[src/rtl/pfq_pkg.sv]
package pfq_pkg;

   function automatic bit is_pow2(input int v);
      return (v > 0) && ((v & (v - 1)) == 0);
   endfunction

   function automatic int cnt_w(input int v);
      return $clog2(v + 1);
   endfunction

endpackage

[src/rtl/pfq_store.sv]
module pfq_store #(
   parameter int DEPTH  = 6,
   parameter int DATA_W = 8,
   localparam int CW    = pfq_pkg::cnt_w(DEPTH),
   localparam int PW    = $clog2(DEPTH)
) (
   input  logic              clk,
   input  logic              rst_n,
   input  logic              clear,
   input  logic              push,
   input  logic [DATA_W-1:0] push_data,
   input  logic              pop,
   output logic [DATA_W-1:0] head_data,
   output logic [CW-1:0]     count,
   output logic [CW-1:0]     free_slots
);

   logic [PW-1:0]           rd_q, wr_q, rd_inc, wr_inc;
   logic [CW-1:0]           cnt_q;
   logic [DEPTH*DATA_W-1:0] flat;

   // pointer wrap: free for power-of-two depths, compare otherwise
   generate
      if (pfq_pkg::is_pow2(DEPTH)) begin : g_pow2
         assign rd_inc = rd_q + 1'b1;
         assign wr_inc = wr_q + 1'b1;
      end else begin : g_wrap
         assign rd_inc = (rd_q == PW'(DEPTH - 1)) ? '0 : rd_q + 1'b1;
         assign wr_inc = (wr_q == PW'(DEPTH - 1)) ? '0 : wr_q + 1'b1;
      end
   endgenerate

   always_ff @(posedge clk or negedge rst_n) begin
      if (!rst_n) begin
         rd_q  <= '0;
         wr_q  <= '0;
         cnt_q <= '0;
      end else if (clear) begin
         rd_q  <= '0;
         wr_q  <= '0;
         cnt_q <= '0;
      end else begin
         if (push) wr_q <= wr_inc;
         if (pop)  rd_q <= rd_inc;
         case ({push, pop})
            2'b10:   cnt_q <= cnt_q + 1'b1;
            2'b01:   cnt_q <= cnt_q - 1'b1;
            default: cnt_q <= cnt_q;
         endcase
      end
   end

   for (genvar i = 0; i < DEPTH; i++) begin : g_slot
      logic [DATA_W-1:0] q;
      always_ff @(posedge clk or negedge rst_n) begin
         if (!rst_n)                                  q <= '0;
         else if (push && !clear && wr_q == PW'(i))   q <= push_data;
      end
      assign flat[i*DATA_W +: DATA_W] = q;
   end

   assign head_data  = flat[int'(rd_q)*DATA_W +: DATA_W];
   assign count      = cnt_q;
   assign free_slots = CW'(DEPTH) - cnt_q;

   AST_NO_OVERFLOW: assert property (@(posedge clk) disable iff (!rst_n)
      (push && !clear) |-> (cnt_q != CW'(DEPTH)));
   AST_NO_UNDERFLOW: assert property (@(posedge clk) disable iff (!rst_n)
      (pop && !clear) |-> (cnt_q != '0));
   AST_PUSH_POP_STEADY: assert property (@(posedge clk) disable iff (!rst_n)
      (push && pop && !clear) |=> $stable(cnt_q));
   AST_CLEAR_EMPTY: assert property (@(posedge clk) disable iff (!rst_n)
      clear |=> (cnt_q == '0));

endmodule

[src/rtl/pfq_track.sv]
module pfq_track #(
   parameter int MAX_OUT = 2,
   localparam int NW     = pfq_pkg::cnt_w(MAX_OUT)
) (
   input  logic          clk,
   input  logic          rst_n,
   input  logic          issue,
   input  logic          retire,
   input  logic          drop_all,
   output logic [NW-1:0] outstanding,
   output logic          head_live
);

   // one live bit per read in flight, oldest in bit 0
   logic [MAX_OUT-1:0] live_q, live_d;
   logic [NW-1:0]      n_q, n_d, slot_idx;

   always_comb begin
      slot_idx = n_q - NW'(retire);
      live_d   = retire ? (live_q >> 1) : live_q;
      if (drop_all) live_d = '0;
      for (int k = 0; k < MAX_OUT; k++) begin
         if (issue && int'(slot_idx) == k) live_d[k] = 1'b1;
      end
      n_d = n_q + NW'(issue) - NW'(retire);
   end

   always_ff @(posedge clk or negedge rst_n) begin
      if (!rst_n) begin
         live_q <= '0;
         n_q    <= '0;
      end else begin
         live_q <= live_d;
         n_q    <= n_d;
      end
   end

   assign outstanding = n_q;
   assign head_live   = live_q[0];

   AST_NO_ISSUE_AT_LIMIT: assert property (@(posedge clk) disable iff (!rst_n)
      issue |-> (int'(n_q) < MAX_OUT));
   AST_RSP_EXPECTED: assert property (@(posedge clk) disable iff (!rst_n)
      retire |-> (n_q != '0));
   AST_DROP_KILLS_ALL: assert property (@(posedge clk) disable iff (!rst_n)
      (drop_all && !issue) |=> (live_q == '0));

endmodule

[src/rtl/pfq_fetch.sv]
module pfq_fetch #(
   parameter int ADDR_W                  = 16,
   parameter int DEPTH                   = 6,
   parameter int MAX_OUT                 = 2,
   parameter logic [ADDR_W-1:0] RESET_ADDR = '0,
   localparam int CW                     = pfq_pkg::cnt_w(DEPTH),
   localparam int NW                     = pfq_pkg::cnt_w(MAX_OUT)
) (
   input  logic              clk,
   input  logic              rst_n,
   input  logic              flush,
   input  logic [ADDR_W-1:0] flush_addr,
   input  logic [CW-1:0]     free_slots,
   input  logic [NW-1:0]     outstanding,
   input  logic              req_ready,
   output logic              req_valid,
   output logic [ADDR_W-1:0] req_addr,
   output logic              accept
);

   logic [ADDR_W-1:0] addr_q;

   assign req_valid = !flush
                      && (int'(outstanding) < MAX_OUT)
                      && (int'(free_slots) > int'(outstanding));
   assign accept    = req_valid && req_ready;
   assign req_addr  = addr_q;

   always_ff @(posedge clk or negedge rst_n) begin
      if (!rst_n)      addr_q <= RESET_ADDR;
      else if (flush)  addr_q <= flush_addr;
      else if (accept) addr_q <= addr_q + 1'b1;
   end

   AST_ADDR_AFTER_FLUSH: assert property (@(posedge clk) disable iff (!rst_n)
      flush |=> (req_addr == $past(flush_addr)));
   AST_ADDR_HOLD: assert property (@(posedge clk) disable iff (!rst_n)
      (req_valid && !req_ready) |=> $stable(req_addr));
   AST_ADDR_STEP: assert property (@(posedge clk) disable iff (!rst_n)
      accept |=> (req_addr == $past(req_addr) + 1'b1));
   AST_FULL_IDLE: assert property (@(posedge clk) disable iff (!rst_n)
      (free_slots == '0) |-> !req_valid);

endmodule

[src/rtl/pfq_top.sv]
module pfq_top #(
   parameter int ADDR_W                    = 16,
   parameter int DATA_W                    = 8,
   parameter int DEPTH                     = 6,
   parameter int MAX_OUT                   = 2,
   parameter logic [ADDR_W-1:0] RESET_ADDR = '0
) (
   input  logic              clk,
   input  logic              rst_n,
   input  logic              flush,
   input  logic [ADDR_W-1:0] flush_addr,
   output logic              req_valid,
   input  logic              req_ready,
   output logic [ADDR_W-1:0] req_addr,
   input  logic              rsp_valid,
   input  logic [DATA_W-1:0] rsp_data,
   output logic              pop_valid,
   input  logic              pop_ready,
   output logic [DATA_W-1:0] pop_data
);

   localparam int CW = pfq_pkg::cnt_w(DEPTH);
   localparam int NW = pfq_pkg::cnt_w(MAX_OUT);

   generate
      if (DEPTH < 2) begin : g_bad_depth
         $error("pfq_top: DEPTH must be at least 2");
      end
      if (MAX_OUT < 1 || MAX_OUT > DEPTH) begin : g_bad_out
         $error("pfq_top: MAX_OUT must lie in 1..DEPTH");
      end
      if (ADDR_W < 1 || DATA_W < 1) begin : g_bad_width
         $error("pfq_top: widths must be positive");
      end
   endgenerate

   logic [CW-1:0] q_count, free_slots;
   logic [NW-1:0] outstanding;
   logic          head_live, accept, do_push, do_pop;

   // flush overrides both queue operations in its cycle
   assign do_push   = rsp_valid && head_live && !flush;
   assign do_pop    = pop_ready && pop_valid && !flush;
   assign pop_valid = (q_count != '0);

   pfq_fetch #(
      .ADDR_W(ADDR_W), .DEPTH(DEPTH), .MAX_OUT(MAX_OUT), .RESET_ADDR(RESET_ADDR)
   ) u_fetch (
      .clk(clk), .rst_n(rst_n), .flush(flush), .flush_addr(flush_addr),
      .free_slots(free_slots), .outstanding(outstanding), .req_ready(req_ready),
      .req_valid(req_valid), .req_addr(req_addr), .accept(accept)
   );

   pfq_track #(.MAX_OUT(MAX_OUT)) u_track (
      .clk(clk), .rst_n(rst_n), .issue(accept), .retire(rsp_valid),
      .drop_all(flush), .outstanding(outstanding), .head_live(head_live)
   );

   pfq_store #(.DEPTH(DEPTH), .DATA_W(DATA_W)) u_store (
      .clk(clk), .rst_n(rst_n), .clear(flush), .push(do_push), .push_data(rsp_data),
      .pop(do_pop), .head_data(pop_data), .count(q_count), .free_slots(free_slots)
   );

   AST_FLUSH_EMPTIES: assert property (@(posedge clk) disable iff (!rst_n)
      flush |=> !pop_valid);
   AST_NO_REQ_IN_FLUSH: assert property (@(posedge clk) disable iff (!rst_n)
      req_valid |-> !flush);
   AST_FILL_SHOWS: assert property (@(posedge clk) disable iff (!rst_n)
      (do_push && !flush) |=> pop_valid);

endmodule

[config.mk]
export PLATFORM = sky130hd
export DESIGN_NAME = pfq_top
export DESIGN_NICKNAME = d
export VERILOG_FILES = /design/src/rtl/pfq_pkg.sv /design/src/rtl/pfq_store.sv /design/src/rtl/pfq_track.sv /design/src/rtl/pfq_fetch.sv /design/src/rtl/pfq_top.sv
export SDC_FILE = /design/constraint.sdc
export NUM_CORES = 1
export LEC_CHECK = 0
export BUFFER_PORTS_ARGS = -buffer_cell sky130_fd_sc_hd__buf_4
export CAP_MARGIN = 20
export CORE_UTILIZATION = 57
export DETAILED_ROUTE_END_ITERATION = 12
export PLACE_DENSITY = 0.79
export SYNTH_ARGS = -nofsm -noshare
export SYNTH_HDL_FRONTEND = slang
export SYNTH_HIERARCHICAL = 1
export SYNTH_SLANG_ARGS = --single-unit
[constraint.sdc]
create_clock -name clk -period 3.1 [get_ports clk]
set_input_delay 0.155 -clock clk [delete_from_list [all_inputs] [get_ports clk]]
set_output_delay 0.155 -clock clk [all_outputs]
set_load 0.02 [all_outputs]
-- Word level (Yosys, flattened, before mapping)
Cells that the tools add are included.
- flip-flop bits (word level): 77
- input bits: 30
- output and inout port bits: 26
- word-level logic and storage cells: 74
- $add $sub $neg: 9
- $lt $le $gt $ge: 2
- equality and inequality tests: 9
- shift-type cells: 1
- muxes and demuxes: 14
- reduce and logical (&&, ||, !) cells: 26
- operator list (operator ; count):
    $shiftx A48 B7 Y8 ; 1
    $mux W16 ; 2
    $mux W3 ; 7
    $add A16 B1 Y16 const B ; 1
    $logic_and A1 B1 Y1 ; 16
    $reduce_bool A3 Y1 ; 4
    $add A3 B1 Y3 const B ; 3
    $eq A3 B3 Y1 const B ; 3
    $eq A3 B2 Y1 const B ; 2
    $pmux W3 S2 ; 1
    $reduce_bool A2 Y1 ; 3
    $eq A2 B2 Y1 const B ; 2
    $mux W2 ; 2
    $sub A2 B1 Y2 ; 2
    $eq A3 B1 Y1 const B ; 1
    $gt A3 B2 Y1 ; 1
    $logic_not A3 Y1 ; 1
    $sub A3 B1 Y3 const B ; 1
    $sub A3 B3 Y3 const A ; 1
    $add A2 B1 Y2 ; 1
    $eq A2 B1 Y1 const B ; 1
    $logic_not A2 Y1 ; 1
    $lt A2 B2 Y1 const B ; 1
    $mux W1 ; 2
    $logic_not A1 Y1 ; 1

-- Logic depth before layout (Yosys ltp)
- word-level depth: 6
- gate-level depth with buffers: 13
- depth with buffers taken out: 12

-- Cells and area by module
The synthesis kept the hierarchy.
- modules (own cells, without submodules) (module ; instances ; cells each ; area an instance (um^2) ; seq. area each (um^2)):
    pfq_store ; 1 ; 206 ; 2735.1 ; 1426.4
    pfq_fetch ; 1 ; 119 ; 1054.8 ; 400.4
    pfq_track ; 1 ; 18 ; 210.2 ; 100.1
    pfq_top ; 1 ; 4 ; 27.5 ; 0.0

-- Worst setup path before layout
Ideal clock, no wire load.
- path kind: reg-to-reg
- start point: register u_store.cnt_q[0], in the netlist u_store/count[0]
- end point: register u_track.n_q[1], in the netlist u_track/outstanding[1]
- setup time: 80 ps
- data arrival time: 2460 ps
- required time: 3020 ps
- path slack: 560 ps
- cell stages (with the launch flop): 14
- path buffers: 1
- clock period less this slack: 2540 ps
- path through: dfrtp_1 -> ha_1 -> inv_1 -> ha_1 -> and2b_1 -> o211ai_1 -> buf_2 -> nor2_1 -> inv_1 -> ha_1 -> inv_1 -> ha_1 -> xnor2_1 -> xnor2_1
- cells in the longest elaborated chain, start to end: 6
- ends and longest elaborated chain (what ; RTL line ; source):
    start, declared ; pfq_store.sv:19 ; logic [CW-1:0] cnt_q;
    start signal, assigned ; pfq_store.sv:46 ; 2'b10: cnt_q <= cnt_q + 1'b1;
    start signal, assigned ; pfq_store.sv:47 ; 2'b01: cnt_q <= cnt_q - 1'b1;
    start signal, assigned ; pfq_store.sv:48 ; default: cnt_q <= cnt_q;
    $sub A3 B3 Y3 ; pfq_store.sv:64 ; assign free_slots = CW'(DEPTH) - cnt_q;
    named net free_slots[1] ; pfq_top.sv:37 ; logic [CW-1:0] q_count, free_slots;
    $gt A3 B2 Y1 ; pfq_fetch.sv:25 ; && (int'(free_slots) > int'(outstanding));
    $logic_and A1 B1 Y1 ; pfq_fetch.sv:25 ;
    $logic_and A1 B1 Y1 ; pfq_fetch.sv:26 ; assign accept = req_valid && req_ready;
    named net accept ; pfq_top.sv:39 ; logic head_live, accept, do_push, do_pop;
    $add A2 B1 Y2 ; pfq_track.sv:25 ; n_d = n_q + NW'(issue) - NW'(retire);
    $sub A2 B1 Y2 ; pfq_track.sv:25 ;
    named net u_track.n_d[1] ; pfq_track.sv:16 ; logic [NW-1:0] n_q, n_d, slot_idx;
    end signal, assigned ; pfq_track.sv:34 ; n_q <= n_d;
    end, declared ; pfq_track.sv:16 ;
The timed path passes the listed nets, and every way through them passes these cells.
A chain may end at the register's enable or synchronous reset.

-- Worst setup path in the final report
- start point: register u_store.cnt_q[0], in the netlist u_store/count[0]
- end point: output req_valid
- cells in the longest elaborated chain, start to end: 3
- ends and longest elaborated chain (what ; RTL line ; source):
    $sub A3 B3 Y3 ; pfq_store.sv:64 ;
    named net free_slots[1] ; pfq_top.sv:37 ;
    $gt A3 B2 Y1 ; pfq_fetch.sv:25 ;
    $logic_and A1 B1 Y1 ; pfq_fetch.sv:25 ;
    end, declared ; pfq_top.sv:12 ; output logic req_valid,
The timed path passes the listed nets, and every way through them passes these cells.

==> flow_metrics.tcl <==
set metrics [dict create \
    outcome "complete, no violations" \
    r2r-start "u_store/count[0]" \
    min_from "flush_addr[4]" \
    grt_overflow 0 \
    p_switching_mw 0.7712 \
    worstSkewPairLatency_ns 0.34 \
    syn2layout_area_growth_pct 16.71 \
    antenna_found_initial 0 \
    num_rows 30 \
    vias 2926 \
    finalHoldViolCount 0 \
    syn-cell-area_sq_um 4028 \
    synth_top_area_frac 0.4784 \
    grt_pass1_vias 2974 \
    r2r_cells 7 \
    fmax_mhz 355.5 \
    via_per_inst 5.840 \
    holdPathStages 3 \
    synth_edf_count 0 \
    wl_mm 8.519 \
    synthCells 347 \
    cts.clk_slew.worst_paths_ns 0.08 \
    p_int_mw 1.727 \
    gr-usage-met2 0.3968 \
    layout.nets 439 \
    drc 0 \
    drive_above_1_share 0.3210 \
    cap_violations 0 \
    relSlewSlack 0.3586 \
    yosys_warnings 6 \
    criticalPathCategory "register to primary output" \
    critPathCaptureType "primary output" \
    root_buffer "clkbuf_8" \
    period_share 0.9074 \
    clock_skew_ns 0.008886 \
    fin_setup_tns_ns 0 \
    cts_buffers 9 \
    hpwlAfterDp_mm 5.680 \
    path_max_fanout 13 \
    vdd_drop_max_uv 324.1 \
    clockBufferDepth 2 \
    tightestPinTransition_ns 0.9621 \
    rsz0062_at_grt "false" \
    whs_endpoint "u_fetch/req_addr[4]" \
    diodes 0 \
    power_leakage_nw 2.106 \
    crit_required_ns 2.94 \
    start_kind "register" \
    seq_area_frac_synth 0.4784 \
    gr-usage-all-layers 0.2457 \
    dr.pass1.iters 5 \
    power.share.switching 0.3088 \
    die_area_sq_um 7406 \
    io_buffers 55 \
    die_x_um 86.06 \
    syn_nets 386 \
    ff2ff_setup_slack_ns 0.54 \
    grt_max_degree 78 \
    grt_util_met3 0.04427 \
    initial_core_util 0.5928 \
    pwr-share-seq 0.465 \
    pin_count 56 \
    syn_area_per_cell_sq_um 11.61 \
    use_met1 0.3283 \
    cp.arrival_ns 2.66 \
    cts_tree "yes" \
    p_comb_frac 0.240 \
    core-area_sq_um 6794 \
    htree_levels 3 \
    busiest_layer "met2" \
    detail-route-antenna-nets 0 \
    worst_r2r_endpoint "u_fetch/req_addr[13]" \
    utilization 0.6919 \
    report.final.slew_viol_count 0 \
    cts.sinks 77 \
    synthDistinctLibCells 52 \
    power.total_mw 2.498 \
    wl_per_cell_um 17.00 \
    yosys.area.top_type "dfrtp_1" \
    drt_iter0_markers 184 \
    synth_seq_cells 77 \
    p_per_area_nw_per_um2 531.4 \
    synthTopCellsByArea "dfrtp_1 (48%), mux2_2 (13%), mux2i_1 (7.0%), ha_1 (2.5%), o32a_1 (2.0%)" \
    post-cts-setup-buffer-count 0 \
    grt_pass1_wl_mm 14.03 \
    setup_viol 0 \
    p_clk_frac 0.295 \
    hold_path.class "input port to register" \
    gp_congestion 0.8079 \
    die-height_um 86.06 \
    synth_flop_cell "dfrtp_1" \
    synthArstFlopShare 1.000 \
    layout_min_cycle_time_ns 2.813 \
]
==> layer usage <==
metal | vias up | part of all wire
li1 | 1380 | -
met1 | 1481 | 0.47
met2 | 57 | 0.49
met3 | 8 | 0.034
met4 | 0 | 0.0085
met5 | - | 0
==> layout make-up <==
cell class	instances	area, sq um
multi-input cells	243	1976
clock buffers	10	127.6
well taps	96	120.1
repair buffers	60	452.9
clock inverters	6	63.81
inverters	9	33.78
flip-flops and latches	77	1927
fillers	493	2093
==> logic make-up after synthesis <==
kind of cell,synth area share
AOI/OAI and AO/OA,0.09071
buffers and inverters,0.03106
DFF,0.4784
muxes,0.2038
xor gates and xnor gates,0.02174
and+or+nand+nor,0.1445
adders and majority gates,0.02982
==> worst max-delay path, stage by stage (launching register included) <==
cell and delay [ns]:
dfrtp_1 0.46, ha_1 0.32, inv_1 0.04, ha_1 0.29, and2b_1 0.20, o211ai_1 0.75
nor2_1 0.08, buf_4 0.19
==> synth_stat cells, types with 3 or more instances <==
library cell and count:
xor2_1 4, nand2_1 20, o21ai_0 14, o31ai_1 3, mux2i_1 28, o32a_1 8
inv_1 9, nand3_1 8, buf_2 7, o211ai_1 6, clkbuf_1 7, nor2b_1 3
mux2_2 48, o41ai_1 4, or4_1 7, nand2b_1 5, nor2_1 21, ha_1 8
dfrtp_1 77, a31oi_1 10, nand4bb_1 3, xnor2_1 6
==> repair_timing <==
item / in CTS / in global routing
resized for setup: 0 / 0
hold buffers: 1 / 0
hold endpoints to repair: 14 / 0
==> registers in the layout, summed over array words and instances (netlist names) <==
register	flops
u_fetch/req_addr	16
u_store/count	3
u_store/g_slot.q	48
u_store/rd_q	3
u_store/wr_q	3
u_track/live_q	2
u_track/outstanding	2
==> placed cells by master, fill, tap and decap left out, types with 2 or more instances in the layout <==
| cell | count |
|---|---|
| a21oi_1 | 2 |
| a31oi_1 | 10 |
| and2b_1 | 2 |
| and3b_1 | 2 |
| buf_4 | 59 |
| clkbuf_8 | 9 |
| clkinv_2 | 2 |
| clkinvlp_4 | 2 |
| dfrtp_1 | 77 |
| ha_1 | 8 |
| inv_1 | 9 |
| mux2_2 | 48 |
| mux2i_1 | 28 |
| nand2_1 | 20 |
| nand2b_1 | 5 |
| nand3_1 | 8 |
| nand3_2 | 2 |
| nand3b_1 | 2 |
| nand4b_1 | 2 |
| nand4bb_1 | 3 |
| nor2_1 | 21 |
| nor2b_1 | 3 |
| nor3_1 | 2 |
| nor3b_1 | 2 |
| o211ai_1 | 6 |
| o21ai_0 | 14 |
| o31ai_1 | 3 |
| o32a_1 | 8 |
| o41ai_1 | 4 |
| or2_1 | 2 |
| or3_1 | 2 |
| or4_1 | 7 |
| xnor2_1 | 6 |
| xor2_1 | 4 |
==> power by group through the flow <==
| stage | Combinational, mW | Clock, mW | Sequential, mW |
|---|---|---|---|
| 5_1_grt | 0.655 | 0.797 | 1.17 |
| 4_1_cts | 0.601 | 0.752 | 1.16 |
| 3_5_place_dp | 0.595 | 0 | 1.18 |
| 3_3_place_gp | 0.578 | 0 | 1.17 |
| 6_report | 0.599 | 0.737 | 1.16 |
| 2_1_floorplan | 0.354 | 0 | 1.19 |
==> how the worst max path moves through the flow <==
| stage | from | end | slack [ns] | cells past startpoint |
|---|---|---|---|---|
| 6_report | u_store/count[0] | req_valid | 0.29 | 7 |
| 5_1_grt | u_store/count[0] | req_valid | 0.07 | 7 |
| 4_1_cts | u_store/count[0] | req_valid | 0.27 | 7 |
| 3_5_place_dp | u_store/count[0] | u_fetch/req_addr[13] | 0.56 | 7 |
| 3_3_place_gp | u_store/count[0] | u_fetch/req_addr[10] | 0.67 | 7 |
| 2_1_floorplan | u_store/count[0] | u_track/outstanding[1] | 0.56 | 13 |
==> stage by stage <==
stage,hold slack (ns),area [sq um],setup slack [ns],instances
final,0.03096,4701,0.2871,501
after global routing,0.01280,4701,0.07075,501
after CTS,0.01097,4701,0.2658,501
after detailed placement,0.3637,4499,0.5633,484
after global placement,0.3654,4499,0.6710,484
after floorplan,-0.1406,4028,0.5601,347
No activity file was read; power rests on OpenSTA's default activity.
